## src/rtl/ptw_pkg.sv

```systemverilog
package ptw_pkg;
  localparam int VA_W      = 32;
  localparam int OFF_W     = 12;
  localparam int IDX_W     = 10;
  localparam int FRM_W     = VA_W - OFF_W;
  localparam int BIG_OFF_W = OFF_W + IDX_W;
  localparam int ATTR_W    = 5;
  localparam int CAUSE_W   = 3;

  // entry property bit positions
  localparam int B_P   = 0;
  localparam int B_RW  = 1;
  localparam int B_US  = 2;
  localparam int B_WT  = 3;
  localparam int B_CD  = 4;
  localparam int B_ACC = 5;
  localparam int B_DRT = 6;
  localparam int B_BIG = 7;
  localparam int B_GLB = 8;

  // merged attribute positions
  localparam int A_RW  = 0;
  localparam int A_US  = 1;
  localparam int A_WT  = 2;
  localparam int A_CD  = 3;
  localparam int A_GLB = 4;

  typedef enum logic [2:0] {
    ST_IDLE, ST_DIR_RD, ST_TBL_RD, ST_DIR_WB, ST_LEAF_WB, ST_DONE
  } walk_st_t;
endpackage

```

## src/rtl/ptw_perm_chk.sv

```systemverilog
module ptw_perm_chk (
  input  logic present,
  input  logic writable,
  input  logic user_ok,
  input  logic acc_write,
  input  logic acc_user,
  output logic miss,
  output logic deny
);
  assign miss = !present;
  assign deny = (acc_write && !writable) || (acc_user && !user_ok);
endmodule

```

## src/rtl/ptw_addr_gen.sv

```systemverilog
module ptw_addr_gen
  import ptw_pkg::*;
(
  input  logic [FRM_W-1:0] root_frm,
  input  logic [FRM_W-1:0] dir_frm,
  input  logic [IDX_W-1:0] dir_idx,
  input  logic [IDX_W-1:0] tbl_idx,
  output logic [VA_W-1:0]  dir_addr,
  output logic [VA_W-1:0]  tbl_addr
);
  assign dir_addr = {root_frm, dir_idx, 2'b00};
  assign tbl_addr = {dir_frm, tbl_idx, 2'b00};
endmodule

```

## src/rtl/ptw_merge.sv

```systemverilog
module ptw_merge
  import ptw_pkg::*;
(
  input  logic [VA_W-1:0]   dir_ent,
  input  logic [VA_W-1:0]   leaf_ent,
  input  logic              big,
  input  logic [VA_W-1:0]   va,
  output logic [VA_W-1:0]   paddr,
  output logic [ATTR_W-1:0] attr
);
  logic unused_bits;
  assign unused_bits = ^{dir_ent[VA_W-1:B_CD+1], dir_ent[B_P],
                         leaf_ent[B_BIG:B_ACC], leaf_ent[OFF_W-1:B_GLB+1],
                         leaf_ent[B_P], va[VA_W-1:BIG_OFF_W]};

  always_comb begin
    if (big) paddr = {leaf_ent[VA_W-1:BIG_OFF_W], va[BIG_OFF_W-1:0]};
    else     paddr = {leaf_ent[VA_W-1:OFF_W], va[OFF_W-1:0]};
    attr[A_RW]  = dir_ent[B_RW] & leaf_ent[B_RW];
    attr[A_US]  = dir_ent[B_US] & leaf_ent[B_US];
    attr[A_WT]  = dir_ent[B_WT] | leaf_ent[B_WT];
    attr[A_CD]  = dir_ent[B_CD] | leaf_ent[B_CD];
    attr[A_GLB] = leaf_ent[B_GLB];
  end
endmodule

```

## src/rtl/ptw_walker.sv

```systemverilog
module ptw_walker
  import ptw_pkg::*;
(
  input  logic               clk,
  input  logic               rst_n,
  input  logic               req_valid,
  output logic               req_ready,
  input  logic [VA_W-1:0]    req_vaddr,
  input  logic               req_write,
  input  logic               req_user,
  input  logic [FRM_W-1:0]   root_frame,
  output logic               mem_req_valid,
  output logic               mem_req_write,
  output logic [VA_W-1:0]    mem_req_addr,
  output logic [VA_W-1:0]    mem_req_wdata,
  input  logic               mem_ack,
  input  logic [VA_W-1:0]    mem_rdata,
  output logic               rsp_valid,
  output logic               rsp_fault,
  output logic [CAUSE_W-1:0] rsp_cause,
  output logic [ATTR_W-1:0]  rsp_attr,
  output logic [VA_W-1:0]    rsp_paddr
);
  localparam logic [VA_W-1:0] ACC_MASK = VA_W'(1) << B_ACC;
  localparam logic [VA_W-1:0] DRT_MASK = VA_W'(1) << B_DRT;

  walk_st_t st_q, st_d;
  logic [VA_W-1:0]    va_q, dir_q, leaf_q;
  logic [FRM_W-1:0]   root_q;
  logic               wr_q, usr_q, big_q, flt_q;
  logic [CAUSE_W-1:0] cause_q, cause_d;
  logic               cap_en, dir_en, leaf_en, flt_en, flt_d;
  logic               dmiss, ddeny, tmiss, tdeny;
  logic [VA_W-1:0]    dir_addr, tbl_addr;

  function automatic logic leaf_need(input logic [VA_W-1:0] e, input logic w);
    return !e[B_ACC] || (w && !e[B_DRT]);
  endfunction

  ptw_perm_chk u_dir_chk (
    .present (mem_rdata[B_P]), .writable (mem_rdata[B_RW]), .user_ok (mem_rdata[B_US]),
    .acc_write (wr_q), .acc_user (usr_q), .miss (dmiss), .deny (ddeny));

  ptw_perm_chk u_tbl_chk (
    .present (mem_rdata[B_P]),
    .writable (dir_q[B_RW] & mem_rdata[B_RW]),
    .user_ok (dir_q[B_US] & mem_rdata[B_US]),
    .acc_write (wr_q), .acc_user (usr_q), .miss (tmiss), .deny (tdeny));

  ptw_addr_gen u_addr (
    .root_frm (root_q), .dir_frm (dir_q[VA_W-1:OFF_W]),
    .dir_idx (va_q[VA_W-1:BIG_OFF_W]), .tbl_idx (va_q[BIG_OFF_W-1:OFF_W]),
    .dir_addr (dir_addr), .tbl_addr (tbl_addr));

  ptw_merge u_merge (
    .dir_ent (dir_q), .leaf_ent (leaf_q), .big (big_q), .va (va_q),
    .paddr (rsp_paddr), .attr (rsp_attr));

  // next state
  always_comb begin
    st_d    = st_q;
    cap_en  = 1'b0;
    dir_en  = 1'b0;
    leaf_en = 1'b0;
    flt_en  = 1'b0;
    flt_d   = 1'b0;
    cause_d = cause_q;
    case (st_q)
      ST_IDLE: if (req_valid) begin
        cap_en = 1'b1;
        flt_en = 1'b1;
        st_d   = ST_DIR_RD;
      end
      ST_DIR_RD: if (mem_ack) begin
        dir_en  = 1'b1;
        leaf_en = 1'b1;
        if (dmiss || ddeny) begin
          flt_en  = 1'b1;
          flt_d   = 1'b1;
          cause_d = {usr_q, wr_q, !dmiss};
          st_d    = ST_DONE;
        end else if (mem_rdata[B_BIG]) begin
          st_d = leaf_need(mem_rdata, wr_q) ? ST_LEAF_WB : ST_DONE;
        end else begin
          st_d = ST_TBL_RD;
        end
      end
      ST_TBL_RD: if (mem_ack) begin
        leaf_en = 1'b1;
        if (tmiss || tdeny) begin
          flt_en  = 1'b1;
          flt_d   = 1'b1;
          cause_d = {usr_q, wr_q, !tmiss};
          st_d    = ST_DONE;
        end else if (!dir_q[B_ACC]) begin
          st_d = ST_DIR_WB;
        end else begin
          st_d = leaf_need(mem_rdata, wr_q) ? ST_LEAF_WB : ST_DONE;
        end
      end
      ST_DIR_WB:  if (mem_ack) st_d = leaf_need(leaf_q, wr_q) ? ST_LEAF_WB : ST_DONE;
      ST_LEAF_WB: if (mem_ack) st_d = ST_DONE;
      ST_DONE:    st_d = ST_IDLE;
      default:    st_d = ST_IDLE;
    endcase
  end

  // registers
  always_ff @(posedge clk or negedge rst_n) begin
    if (!rst_n) begin
      st_q    <= ST_IDLE;
      va_q    <= '0;
      root_q  <= '0;
      wr_q    <= 1'b0;
      usr_q   <= 1'b0;
      dir_q   <= '0;
      leaf_q  <= '0;
      big_q   <= 1'b0;
      flt_q   <= 1'b0;
      cause_q <= '0;
    end else begin
      st_q <= st_d;
      if (cap_en) begin
        va_q   <= req_vaddr;
        root_q <= root_frame;
        wr_q   <= req_write;
        usr_q  <= req_user;
      end
      if (dir_en) begin
        dir_q <= mem_rdata;
        big_q <= mem_rdata[B_BIG];
      end
      if (leaf_en) leaf_q <= mem_rdata;
      if (flt_en) begin
        flt_q   <= flt_d;
        cause_q <= cause_d;
      end
    end
  end

  // outputs
  always_comb begin
    req_ready     = (st_q == ST_IDLE);
    rsp_valid     = (st_q == ST_DONE);
    rsp_fault     = flt_q;
    rsp_cause     = cause_q;
    mem_req_valid = (st_q == ST_DIR_RD) || (st_q == ST_TBL_RD) ||
                    (st_q == ST_DIR_WB) || (st_q == ST_LEAF_WB);
    mem_req_write = (st_q == ST_DIR_WB) || (st_q == ST_LEAF_WB);
    mem_req_addr  = '0;
    mem_req_wdata = '0;
    case (st_q)
      ST_DIR_RD: mem_req_addr = dir_addr;
      ST_TBL_RD: mem_req_addr = tbl_addr;
      ST_DIR_WB: begin
        mem_req_addr  = dir_addr;
        mem_req_wdata = dir_q | ACC_MASK;
      end
      ST_LEAF_WB: begin
        mem_req_addr  = big_q ? dir_addr : tbl_addr;
        mem_req_wdata = leaf_q | ACC_MASK | (wr_q ? DRT_MASK : '0);
      end
      default: ;
    endcase
  end
endmodule

```

## config.mk

```make
export PLATFORM = sky130hd
export DESIGN_NAME = ptw_walker
export DESIGN_NICKNAME = d
export VERILOG_FILES = /design/src/rtl/ptw_pkg.sv /design/src/rtl/ptw_perm_chk.sv /design/src/rtl/ptw_addr_gen.sv /design/src/rtl/ptw_merge.sv /design/src/rtl/ptw_walker.sv
export SDC_FILE = /design/constraint.sdc
export NUM_CORES = 1
export LEC_CHECK = 0
export BUFFER_PORTS_ARGS = -buffer_cell sky130_fd_sc_hd__buf_2
export CORE_MARGIN = 5
export CORE_UTILIZATION = 30
export DETAILED_ROUTE_END_ITERATION = 7
export PLACE_DENSITY_LB_ADDON = 0.3
export RECOVER_POWER = 50
export SLEW_MARGIN = 5
export SYNTH_ARGS = -nofsm -noshare
export SYNTH_HDL_FRONTEND = slang
export SYNTH_HIERARCHICAL = 1
export SYNTH_SLANG_ARGS = --single-unit
```

## constraint.sdc

```tcl
create_clock -name clk -period 1.5 [get_ports clk]
set_input_delay 0.075 -clock clk [delete_from_list [all_inputs] [get_ports clk]]
set_output_delay 0.075 -clock clk [all_outputs]
set_load 0.02 [all_outputs]
```

### Word-level counts from Yosys, hierarchy flattened

Index checks and enable logic that the tools add are counted.
Widths: inputs -> output; s select.

* add/sub/neg operators: 0
* $mul: 0
* div/mod/pow operators: 0
* $lt $le $gt $ge: 0
* eq/ne operators: 12
* shift-type cells: 0
* multiplexer cells: 33
* bitwise gates (word level): 7
* reductions and logical operators: 31

Operators with widths (number)
* $pmux 32 s3: 1
* $pmux 32 s2: 1
* $mux 3: 13
* $mux 32: 1
* $or 32x7->32: 1
* $mux 22: 1
* $pmux 3 s5: 1
* $ne 2x2->1 const B: 7
* $mux 1: 11
* $logic_or 1x1->1: 10
* $logic_not 1->1: 9
* $mux 7: 1
* $eq 3x2->1 const B: 2
* $eq 3x3->1 const B: 2
* $logic_and 1x1->1: 6
* $pmux 3 s2: 1
* $reduce_and 6->1: 1
* $reduce_and 5->1: 1
* $and 1x1->1: 4
* $reduce_or 2->1: 2
* $eq 3x1->1 const B: 1
* $logic_not 3->1: 1
* $pmux 1 s3: 1
* $or 1x1->1: 2
* 2 further kinds: 2

* register bits after elaboration: 126
* latch bits: 0
* bits in writable memories: 0
* bits in read-only memories: 0
* input bits: 90
* output and inout bits: 109
* logic and storage cells: 93
* memories kept: 0

### Longest topological paths before layout

Gate-level depths: netlist of run 1.

* word-level depth: 9
* gate-level depth with buffers: 6
* gate-level depth less buffers: 6

### Hierarchy

Netlist of run 1, hierarchy kept.

Modules (own cells, without submodules)
* ptw_walker: instances 1, cells an instance 394, area an instance 5657.9 sq um, sequential area each 3128.0 sq um
* ptw_addr_gen: instances 1, cells an instance 65, area an instance 484.2 sq um, sequential area each 0.0 sq um
* ptw_merge: instances 1, cells an instance 38, area an instance 359.1 sq um, sequential area each 0.0 sq um
* ptw_perm_chk: instances 2, cells an instance 4, area an instance 23.8 sq um, sequential area each 0.0 sq um

### Least setup slack after synthesis of run 1

Ideal clock, no wire load.

* path kind: reg2reg
* from: register st_q[1]
* to: register root_q[0]
* setup time: 0.127 ns
* data arrival time: 1.698 ns
* required time: 1.373 ns
* path slack: -0.325 ns
* cell stages (with the launch flop): 7
* path buffers: 3
* clock period less this slack: 1.825 ns
* path through: dfrtp_1 > buf_6 > nor3_2 > and2_1 > buf_4 > buf_6 > mux2_1

* longest elaborated chain between the ends: 2

Ends and longest elaborated chain
* from (decl): RTL line ptw_walker.sv:27 `walk_st_t st_q, st_d;`
* from (signal assigned): RTL line ptw_walker.sv:122 `st_q <= st_d;`
* $logic_not 3->1
* net req_ready: RTL line ptw_walker.sv:7 `output logic req_ready,`
* $mux 1: RTL line ptw_walker.sv:68 `case (st_q)`
* to (signal assigned): RTL line ptw_walker.sv:125 `root_q <= root_frame;`
* to (decl): RTL line ptw_walker.sv:29 `logic [FRM_W-1:0] root_q;`

The timed path passes the listed nets, and every way through them passes these cells.
A chain may end at the register's enable or synchronous reset.

### Worst setup path in the final report of run 1

* from: register st_q[2]
* to: output port mem_req_addr[6]

* longest elaborated chain between the ends: 3
* elaborated cells on any way between the ends: 6
* classes of those cells: eq/ne: 4; mux: 1; reduce/logical: 1

Ends and longest elaborated chain
* $eq 3x1->1 or $eq 3x2->1 (tied branches): RTL line ptw_walker.sv:152 `case (st_q)`
* $reduce_or 2->1 (no line)
* $pmux 32 s3 (*): RTL line ptw_walker.sv:152
* to (decl): RTL line ptw_walker.sv:14 `output logic [VA_W-1:0] mem_req_addr,`

Every way passes the cells marked *; elsewhere a longest branch is shown, timed or not.

==> results of run 1 <==
[per-layer routing]
metal	vias to the layer above	track usage (%)	share of wire, %
li1	2303	-	-
met1	2601	21.96	42
met2	171	30.71	51
met3	31	4.155	5.2
met4	0	5.285	2.3
met5	-	0	0
[cells by family (layout without fill, tap and decap cells)]
group | count (synthesis) | count (layout)
buffers and inverters | 125 | 417
AO/OA/AOI/OAI | 82 | 82
XOR/XNOR | 1 | 1
flip-flops | 125 | 125
multiplexers | 133 | 133
AND/OR/NAND/NOR | 38 | 38
other | 1 | 4
[power groups by stage]
stage	sequential (mW)	clock [mW]	combinational [mW]
floorplan	6.02	0	8.63
global placement	6.40	0	9.89
detailed placement	6.50	0	10.0
CTS	6.53	4.37	13.4
global route	6.82	4.54	15.2
finish	6.57	4.29	14.5
[through the flow]
| stage | hold slack, ns | setup TNS [ns] |
|---|---|---|
| CTS | 0.01940 | -80.82 |
| floorplan | -0.2206 | -11.28 |
| global route | 0.02172 | -86.08 |
| finish | 0.03807 | -69.18 |
| global placement | 0.04099 | -25.05 |
| detailed placement | 0.04782 | -27.11 |
[flip-flops by register name, summed over array words and instances, names as in the netlist]
signal	cells
dir_q	32
leaf_q	32
root_q	20
rsp_cause	3
rsp_fault	1
st_q	3
usr_q	1
va_q	32
wr_q	1
[cells in the mapped netlist, types with 2 or more instances]
cell	n	area, sq um
dfrtp_1	125	3128
buf_4	102	765.7
mux2_1	82	923.4
a22o_1	62	543.0
mux2_2	36	405.4
mux2_4	13	195.2
buf_6	8	90.09
nor2_1	8	30.03
buf_2	7	35.03
inv_1	7	26.28
and2_1	6	37.54
nand2_1	5	18.77
o21ai_0	5	25.02
nand2b_1	3	18.77
or2_2	3	18.77
a21o_1	2	15.01
a21oi_1	2	10.01
a32oi_1	2	17.52
mux2i_1	2	20.02
nor2b_1	2	12.51
nor3_1	2	10.01
nor3_2	2	20.02
o22ai_2	2	25.02
[critical path, delay by kind of cell, from the launching register on]
family,cells,cell delay [ns]
AND/OR/NAND/NOR,1,0.42
buffers and inverters,3,0.45
AO/OA/AOI/OAI,2,0.32
flip-flops,1,0.40
[layout make-up]
class                      instances  area [sq um]  area share [%]
timing repair buffer             378          3656           33.41
inverter                           8         32.53          0.2972
clock buffer                      25         495.5           4.527
clock inverter                     6         107.6          0.9832
sequential                       125          3128           28.58
tap                              280         350.3           3.201
multi-input combinational        258          3174           29.00
[path summary, 6_finish.rpt]
path	startpoint	end	slack [ns]
hold / removal	mem_rdata[2]	leaf_q[2]$_DFFE_PN0P_	0.04
setup / recovery	st_q[2]$_DFFE_PN0P_	mem_req_addr[6]	-0.58
max in group asynchronous	rst_n	va_q[21]$_DFFE_PN0P_	0.15
hold reg to reg	rsp_fault$_DFFE_PN0P_	rsp_fault$_DFFE_PN0P_	0.48
setup reg to reg	st_q[1]$_DFFE_PN0P_	dir_q[21]$_DFFE_PN0P_	-0.42
min in group asynchronous	rst_n	va_q[4]$_DFFE_PN0P_	0.43
[what timing repair did]
item / CTS / global route
cloned: 15 / 4
hold buffers: 86 / 0
pin swaps: 8 / 45
setup buffers: 31 / 8
setup endpoints to repair: 199 / 201
gates resized for setup: 200 / 82
endpoints found under the hold margin: 165 / 0
==> metrics.md, run 1 <==
| Metric | Value |
|---|---|
| Critical Path Slowest Stage Cell | `or3b_4` |
| Layout area overhead | `67.12%` |
| CP Data Required Time | `1.42 ns` |
| Clock Tree Buf Depth | `2` |
| Failing checks | `negative setup slack` |
| Initial antenna violation count | `0` |
| Pre-CTS setup slack | `-0.2035 ns` |
| Vias in the first global route | `5716` |
| Async SR Flop Fraction | `100.0%` |
| Most frequent cells in the layout | `130 x buf_2, 125 x dfrtp_1, 89 x mux2_4` |
| Starting density of the core | `30.19%` |
| Seq/Total Area, Yosys | `47.76%` |
| Port bufs | `196` |
| Seq pwr share | `25.9%` |
| Post-DP Area | `0.007732 sq mm` |
| GPL Wtd Cong | `0.8450` |
| Max-slew violations | `0` |
| Mapped Area | `0.006549 sq mm` |
| H-tree levels | `4` |
| Post-DR vias/cell | `4.728` |
| Layout cells sized above 1 | `60.75%` |
| Fillers | `1812` |
| Die Footprint | `0.02488 sq mm` |
| CTS tree | `done` |
| Final Core Density | `50.46%` |
| Post-synthesis compound-gate area fraction | `10.85%` |
| Clk root buf | `clkbuf_16` |
| Worst-path clk slew | `0.06 ns` |
| CTS Sinks | `125` |
| Core ar. | `0.02169 sq mm` |
| WL final | `22.46 mm` |
| Largest family of logic cells by synthesized area | `multiplexers` |
| Adder-cell share of the synthesized area | `0%` |
| Cell variety after synth | `40` |
| DIE HEIGHT | `157.7 microns` |
| Crit path launch type | `flip-flop` |
| Crit path cell chain | `or3b_4 > a21oi_4 > buf_6 > clkbuf_16 > a22o_4 > buf_6` |
| Power Density | `2319 mW/mm^2` |
| Commonest non-fill, non-tap cell in the layout | `buf_2` |
| Die Span X | `157.7 microns` |
| VDD IR max | `1.048 mV` |
| # IOs | `199` |
| Fin cells | `1080` |
| Hold Path Stages | `3` |
| FP Rows | `54` |
| Comb pwr share | `57.2%` |
| Synth Area in XOR/XNOR | `0.1337%` |
| Synthesized flop and latch total | `125` |
| Mux share of post-synthesis cell area | `23.58%` |
| Final Hold Fails | `0` |
| Clk_lat worst skew | `0.42 ns` |
| ANT cells | `0` |
| Clock skew | `0.007451 ns` |
| Residual DRC | `0` |
| Via count | `5106` |
| Worst path most repeated cell | `buf_6` |
| Sw Ratio | `36.37%` |
| DP Wirelength | `12.77 mm` |
| Pleak | `5.161 nW` |
| Ys Warns | `6` |
| # nets final | `878` |
| Starting DRT DRC Count | `222` |
| Switching pwr | `9.228 mW` |
| DR WL/cell | `20.80 microns` |
| Setup CP Type | `reg -> out` |
| Reg2Reg Depth | `8` |
| Crit-path max cell delay | `0.42 ns` |
| GRT Residual Overflow | `0` |
| Largest net degree at the start of global routing | `52` |
| Mapped Avg Cell Area | `12.97 sq um` |
| First-pass GRT wire length | `33.53 mm` |
| Placed cells | `908` |
| Post-Syn Instances | `505` |
| Crit share post-route | `138.6%` |
| Antenna-violating nets left | `0` |
| Max Cap Violations | `0` |
| Slack of the critical path | `-0.5785 ns` |
| First-pass iteration count of the detailed router | `4` |
| CP arrival | `2.00 ns` |
| Max-slew headroom | `20.32%` |
| Hold WC Path Type | `in -> reg` |
| Ys flop type | `dfrtp_1` |
| Power Total | `25.37 mW` |
| Crit path time final | `2.078 ns` |
| CP Max Fanout | `8` |
| Worst setup EP type | `output pin` |
| Num CTS Buffers | `17` |
| Internal power | `16.15 mW` |
| Worst-margin pin slew | `1.195 ns` |
| Clock power share | `16.9%` |
| Max Freq | `0.4811 GHz` |
| Status | `complete, but fails checks` |
| RSZ-0062 raised after global routing | `yes` |
| GRT Util Overall | `17.71%` |
| Final Cell Area | `0.01094 sq mm` |
| Final setup fails | `199` |
| Post-synthesis simple-gate area fraction | `3.554%` |
| EDFF count, synth | `0` |
No activity file was read; power rests on OpenSTA's default activity.
==> run 2: changes to the inputs <==
--- a/config.mk
+++ b/config.mk
@@ -5,7 +5,7 @@
 export SDC_FILE = /design/constraint.sdc
 export NUM_CORES = 1
 export LEC_CHECK = 0
-export BUFFER_PORTS_ARGS = -buffer_cell sky130_fd_sc_hd__buf_2
+export BUFFER_PORTS_ARGS = -buffer_cell sky130_fd_sc_hd__buf_4
 export CORE_MARGIN = 5
 export CORE_UTILIZATION = 30
 export DETAILED_ROUTE_END_ITERATION = 7
==> run 2 against run 1 <==
The flow still finishes with violations (negative setup slack). Critical path depth unchanged. Sequential power up 1%. Clock-buffer cell count down 3. Die area unchanged. Sequential share of layout area down 0.92 points. Via count up 0.61%. Core utilization up 1.7 points. Clock power down 5.4%. Maximum frequency up 0.26%. Worst hold slack better by 0.039 ns. Design area up 3.4%.
==> metrics.md, run 2 (synthesis results as in run 1) <==
| Metric | Value |
|---|---|
| Hold WC Path Type | `in -> reg` |
| Slack of the critical path | `-0.5730 ns (+0.005422 ns)` |
| Clock Tree Buf Depth | `2 (unchanged)` |
| Comb pwr share | `59.2% (+2.0 points)` |
| Worst-path clk slew | `0.05 ns (about the same)` |
| Crit path launch type | `flip-flop` |
| Layout area overhead | `72.74%` |
| Setup CP Type | `reg -> out` |
| Power Density | `2322 mW/mm^2 (+0.15%)` |
| Starting DRT DRC Count | `288 (+30%)` |
| Commonest non-fill, non-tap cell in the layout | `buf_4` |
| GRT Residual Overflow | `0 (unchanged)` |
| Largest net degree at the start of global routing | `52 (unchanged)` |
| Power Total | `26.27 mW (+3.5%)` |
| Die Span X | `157.7 microns (unchanged)` |
| Pleak | `5.317 nW (+3.0%)` |
| # nets final | `870 (-0.91%)` |
| Placed cells | `907 (-0.11%)` |
| GPL Wtd Cong | `0.8292 (-1.9%)` |
| DR WL/cell | `21.49 microns (+3.3%)` |
| Vias in the first global route | `5696 (-0.35%)` |
| Max-slew headroom | `35.54% (+15 points)` |
| Seq pwr share | `25.3% (-0.6 points)` |
| GRT Util Overall | `17.51% (-0.20 points)` |
| Crit share post-route | `138.2% (-0.36 points)` |
| Fin cells | `1073 (-0.65%)` |
| CP Data Required Time | `1.42 ns (about the same)` |
| # IOs | `199 (unchanged)` |
| Sw Ratio | `36.22% (-0.15 points)` |
| CTS Sinks | `125 (unchanged)` |
| VDD IR max | `1.134 mV (+8.2%)` |
| Final setup fails | `200 (+0.50%)` |
| Failing checks | `negative setup slack` |
| H-tree levels | `4 (unchanged)` |
| Post-DR vias/cell | `4.788 (+1.3%)` |
| Num CTS Buffers | `17 (unchanged)` |
| Clk_lat worst skew | `0.42 ns (about the same)` |
| DP Wirelength | `13.15 mm (+3.0%)` |
| Clock skew | `0.006686 ns (-0.0007646 ns)` |
| Antenna-violating nets left | `0 (unchanged)` |
| Worst setup EP type | `output pin` |
| Status | `complete, but fails checks` |
| Initial antenna violation count | `0 (unchanged)` |
| CP Max Fanout | `7 (-1)` |
| Final Hold Fails | `0 (unchanged)` |
| CP arrival | `2.00 ns (about the same)` |
| CTS tree | `done` |
| ANT cells | `0 (unchanged)` |
| Top Metal Used | `met4` |
| Length of routed met2 wiring | `11.40 mm (-0.30%)` |
| Largest registers | `dir_q: 32 flops, leaf_q: 32 flops, va_q: 32 flops` |
| DIE HEIGHT | `157.7 microns (unchanged)` |
| FP Rows | `54 (unchanged)` |
| Pre-CTS setup slack | `-0.2027 ns (+0.0007720 ns)` |
| First-pass iteration count of the detailed router | `4 (unchanged)` |
| Most frequent cells in the layout | `150 x buf_4, 125 x mux2_4, 124 x dfrtp_1` |
| Crit path time final | `2.073 ns (-0.005422 ns)` |
| Worst-margin pin slew | `0.9668 ns (-0.2284 ns)` |
| WL final | `23.06 mm (+2.7%)` |
| Residual DRC | `0 (unchanged)` |
| DR WL met3 | `1.164 mm (about the same)` |
| Clk root buf | `clkbuf_16` |
| Max Freq | `0.4824 GHz (+0.26%)` |
| Internal power | `16.75 mW (+3.8%)` |
| Port bufs | `196 (unchanged)` |
| Layout cells sized above 1 | `62.93% (+2.2 points)` |
| Core ar. | `0.02169 sq mm (unchanged)` |
| WL met1 | `9.944 mm (+6.4%)` |
| Via count | `5137 (+0.61%)` |
| Clock power share | `15.4% (-1.5 points)` |
| RSZ-0062 raised after global routing | `yes` |
| Max Cap Violations | `0 (unchanged)` |
| Max-slew violations | `0 (unchanged)` |
| Switching pwr | `9.513 mW (+3.1%)` |
| First-pass GRT wire length | `32.86 mm (-2.0%)` |
| Setup TNS | `-65.20 ns (+3.980 ns)` |
| Starting density of the core | `30.19% (unchanged)` |
| Die Footprint | `0.02488 sq mm (unchanged)` |
## run 2: cell count changes in the layout (fill, tap and decap cells not counted), sizes merged
cell,delta
bufinv,-1
dlygate4sd3,+2
buf,-13
clkinv,+3
clkinvlp,+2
## run 2: what timing repair did
action / 4_1_cts / 5_1_grt
hold buffers: 88 / 0
gates cloned: 14 / 6
endpoints found under the setup margin: 199 / 201
setup buffers: 29 / 17
endpoints found under the hold margin: 242 / 0
pin swaps: 20 / 27
gates resized for setup: 168 / 121
## run 2: area by class of cell
| class | instances | area, sq um |
|---|---|---|
| timing repair buffer | 370 | 3889 |
| clock buffer | 22 | 464.2 |
| multi-input combinational | 258 | 3332 |
| sequential | 125 | 3129 |
| inverter | 8 | 32.53 |
| fill | 1814 | 10380 |
| clock inverter | 10 | 115.1 |
| tap | 280 | 350.3 |
## run 2: final timing paths
check	startpoint	end	slack [ns]	cells past startpoint
worst min register to register	rsp_fault$_DFFE_PN0P_	rsp_fault$_DFFE_PN0P_	0.48	1
min in group asynchronous	rst_n	va_q[1]$_DFFE_PN0P_	0.33	2
worst min-delay path	mem_ack	st_q[0]$_DFFE_PN0P_	0.08	4
max in group asynchronous	rst_n	dir_q[9]$_DFFE_PN0P_	0.12	3
worst max-delay path	st_q[0]$_DFFE_PN0P_	mem_req_addr[2]	-0.57	6
worst max register to register	st_q[1]$_DFFE_PN0P_	usr_q$_DFFE_PN0P_	-0.43	7
## run 2: stage by stage
stage / area (sq um) / hold slack, ns / util (%)
3_5_place_dp: 8222 / -0.03289 / 37.91
6_report: 11310 / 0.07699 / 52.16
4_1_cts: 10880 / 0.008297 / 50.16
5_1_grt: 11310 / 0.1127 / 52.16
2_1_floorplan: 6845 / -0.2206 / -
3_3_place_gp: 8222 / -0.03834 / 37.91
## run 2: metal layers
layer	up-vias	GRT usage (%)
met5	-	0
met4	0	6.555
met3	35	4.429
met2	176	29.77
met1	2637	21.43
li1	2289	-
## run 2: power by group through the flow
| stage | Clock (mW) | Sequential, mW | Combinational (mW) |
|---|---|---|---|
| after floorplan | 0 | 6.02 | 8.63 |
| after global placement | 0 | 6.45 | 10.9 |
| after detailed placement | 0 | 6.53 | 11.0 |
| after CTS | 4.16 | 6.54 | 14.2 |
| after global routing | 4.32 | 6.85 | 16.2 |
| final | 4.06 | 6.65 | 15.6 |
## run 2: critical path, cell delays in order (launching register included)
cell and delay, ns:
dfrtp_2 0.46, buf_6 0.15, nor3b_4 0.28, a21o_4 0.26
buf_12 0.15, a22o_1 0.15, buf_6 0.12
==> run 3: changes to the inputs <==
--- a/config.mk
+++ b/config.mk
@@ -6,7 +6,7 @@
 export NUM_CORES = 1
 export LEC_CHECK = 0
 export BUFFER_PORTS_ARGS = -buffer_cell sky130_fd_sc_hd__buf_4
-export CORE_MARGIN = 5
+export CORE_MARGIN = 2
 export CORE_UTILIZATION = 30
 export DETAILED_ROUTE_END_ITERATION = 7
 export PLACE_DENSITY_LB_ADDON = 0.3
==> run 3 against run 2 <==
The flow still finishes with violations (negative setup slack). Power down 0.38%. Worst setup slack improved by 0.016 ns. Non-clock buffer count grew 7. Sequential share of layout area hardly changed. Die area down 7.5%. First-iteration DRC count fell by 47%. Maximum frequency is 0.78% higher.
==> metrics.md, run 3 (synthesis results as in run 1) <==
| Metric | Value |
|---|---|
| Status | `complete, but fails checks` |
| Failing checks | `negative setup slack` |
| Vias in the first global route | `5551 (-2.5%)` |
| Core ar. | `0.02162 sq mm (-0.31%)` |
| Die Footprint | `0.02303 sq mm (-7.5%)` |
| Worst setup EP type | `output pin` |
| Post-DR vias/cell | `4.655 (-2.8%)` |
| DP Wirelength | `12.56 mm (-4.5%)` |
| Fillers | `1771 (-2.4%)` |
| CP arrival | `1.98 ns (-0.02 ns)` |
| Final Hold Fails | `0 (unchanged)` |
| Clock Tree Buf Depth | `2 (unchanged)` |
| Crit path launch type | `flip-flop` |
| Internal power | `16.86 mW (+0.62%)` |
| Crit-path leading delay family | `buffers and inverters` |
| Sw Ratio | `35.58% (-0.64 points)` |
| Switching pwr | `9.310 mW (-2.1%)` |
| WL final | `21.69 mm (-5.9%)` |
| CP Max Fanout | `8 (+1)` |
| Top Metal Used | `met4` |
| Crit path cell chain | `or3b_4 > a21oi_4 > buf_12 > clkbuf_16 > a22o_4 > buf_6` |
| Starting DRT DRC Count | `153 (-47%)` |
| Seq pwr share | `25.3% (about the same)` |
| Initial antenna violation count | `0 (unchanged)` |
| Setup CP Type | `reg -> out` |
| H-tree levels | `4 (unchanged)` |
| CTS tree | `done` |
| Max-slew headroom | `20.21% (-15 points)` |
| Final setup fails | `200 (unchanged)` |
| WL met1 | `9.212 mm (-7.4%)` |
| Slack of the critical path | `-0.5570 ns (+0.01603 ns)` |
| Length of routed met2 wiring | `11.30 mm (-0.92%)` |
| Critical R2R Launch | `st_q[1]$_DFFE_PN0P_` |
| Min-delay src | `mem_rdata[1]` |
| Critical Path Slowest Stage Cell | `or3b_4` |
| Layout cells sized above 1 | `62.63% (-0.30 points)` |
| RSZ-0062 raised after global routing | `yes` |
| Clk root buf | `clkbuf_16` |
| Num CTS Buffers | `17 (unchanged)` |
| Crit-path max cell delay | `0.42 ns (-0.04 ns)` |
| Crit path time final | `2.057 ns (-0.01603 ns)` |
| First-pass GRT wire length | `32.10 mm (-2.3%)` |
| Clock skew | `0.006280 ns (-0.0004060 ns)` |
| Clk_lat worst skew | `0.41 ns (about the same)` |
| GRT Residual Overflow | `0 (unchanged)` |
| DR WL met3 | `953 microns (-18%)` |
| Crit share post-route | `137.1% (-1.1 points)` |
| Hold WS | `0.02407 ns (-0.05292 ns)` |
| Placed cells | `914 (+0.77%)` |
| Commonest non-fill, non-tap cell in the layout | `buf_4` |
| DR WL/cell | `20.09 microns (-6.5%)` |
| Max Cap Violations | `0 (unchanged)` |
| ANT cells | `0 (unchanged)` |
| Most frequent cells in the layout | `164 x buf_4, 124 x dfrtp_1, 101 x mux2_4` |
| Largest net degree at the start of global routing | `43 (-17%)` |
| Layout area overhead | `73.00%` |
| Max Freq | `0.4861 GHz (+0.78%)` |
| GRT Util Overall | `18.80% (+1.3 points)` |
| Starting density of the core | `30.29% (+0.094 points)` |
| Antenna-violating nets left | `0 (unchanged)` |
| Die Span X | `151.7 microns (-3.8%)` |
| FP Rows | `54 (unchanged)` |
| Hold WC Path Type | `in -> reg` |
| Largest registers | `dir_q: 32 flops, leaf_q: 32 flops, va_q: 32 flops` |
| Residual DRC | `0 (unchanged)` |
| GPL Wtd Cong | `0.7941 (-4.2%)` |
| Via count | `5027 (-2.1%)` |
| Buf/Inv on CP | `3 (unchanged)` |
| Fin cells | `1080 (+0.65%)` |
| Pleak | `5.330 nW (+0.26%)` |
| CTS Sinks | `125 (unchanged)` |
| First-pass iteration count of the detailed router | `4 (unchanged)` |
| Clock power share | `16.1% (+0.7 points)` |
| Comb pwr share | `58.6% (-0.6 points)` |
| # IOs | `199 (unchanged)` |
| Power Density | `2310 mW/mm^2 (-0.53%)` |
| Worst-margin pin slew | `1.197 ns (+0.2299 ns)` |
| CP Data Required Time | `1.42 ns (about the same)` |
| Port bufs | `196 (unchanged)` |
| Power Total | `26.17 mW (-0.38%)` |
| Max-slew violations | `0 (unchanged)` |
| Worst-path clk slew | `0.06 ns (about the same)` |
| Pre-CTS setup slack | `-0.2047 ns (-0.001980 ns)` |
| # nets final | `877 (+0.80%)` |
| DIE HEIGHT | `151.7 microns (-3.8%)` |
| CP startpoint | `st_q[2]$_DFFE_PN0P_` |
| VDD IR max | `1.250 mV (+10%)` |
run 3: cell count changes in the layout (fill, tap and decap cells not counted), sizes merged:
cell	change
dlygate4sd3	-2
buf	+14
clkbuf	-4
clkinvlp	-2
clkinv	+1
run 3: worst min-delay path, cell delays in order:
cell and delay, ns:
buf_4 0.09, buf_4 0.11, mux2_4 0.13
run 3: final cells by class:
type | instances | area, sq um | share of cell area (%)
timing repair buffer | 377 | 3991 | 35.23
multi-input combinational | 258 | 3222 | 28.44
sequential | 125 | 3129 | 27.62
clock buffer | 23 | 498.0 | 4.395
tap | 280 | 350.3 | 3.092
clock inverter | 9 | 108.9 | 0.9608
inverter | 8 | 30.03 | 0.2650
run 3: through the flow:
stage	setup TNS, ns	util (%)	instance area [sq um]
detailed placement	-20.19	38.23	8265
finish	-69.83	52.40	11330
global placement	-17.91	38.23	8265
floorplan	-11.28	-	6845
CTS	-64.76	51.02	11030
global route	-80.87	52.40	11330
run 3: layer usage:
metal	up-vias	GRT usage, %
met5	-	0
met1	2557	23.60
met4	0	4.907
met2	148	32.86
li1	2303	-
met3	19	3.922
run 3: power groups by stage:
stage | sequential (mW) | clock [mW] | combinational (mW)
floorplan | 6.02 | 0 | 8.63
global placement | 6.43 | 0 | 10.8
detailed placement | 6.53 | 0 | 11.0
CTS | 6.56 | 4.33 | 14.6
global route | 6.86 | 4.47 | 16.1
finish | 6.61 | 4.22 | 15.3
run 3: final timing paths:
kind	endpoint	slack, ns	depth (start not counted)
setup / recovery	mem_req_addr[5]	-0.56	6
hold / removal	leaf_q[1]$_DFFE_PN0P_	0.02	3
setup reg to reg	va_q[13]$_DFFE_PN0P_	-0.43	9
hold reg to reg	rsp_fault$_DFFE_PN0P_	0.49	1
max in group asynchronous	st_q[0]$_DFFE_PN0P_	0.22	3
min in group asynchronous	va_q[2]$_DFFE_PN0P_	0.43	2
run 3: what timing repair did:
item	in CTS	in global routing
setup buffers	28	4
endpoints found under the hold margin	215	0
hold buffers	86	0
resized for setup	175	58
gates cloned	16	2
pin swaps	15	49
endpoints found under the setup margin	200	201
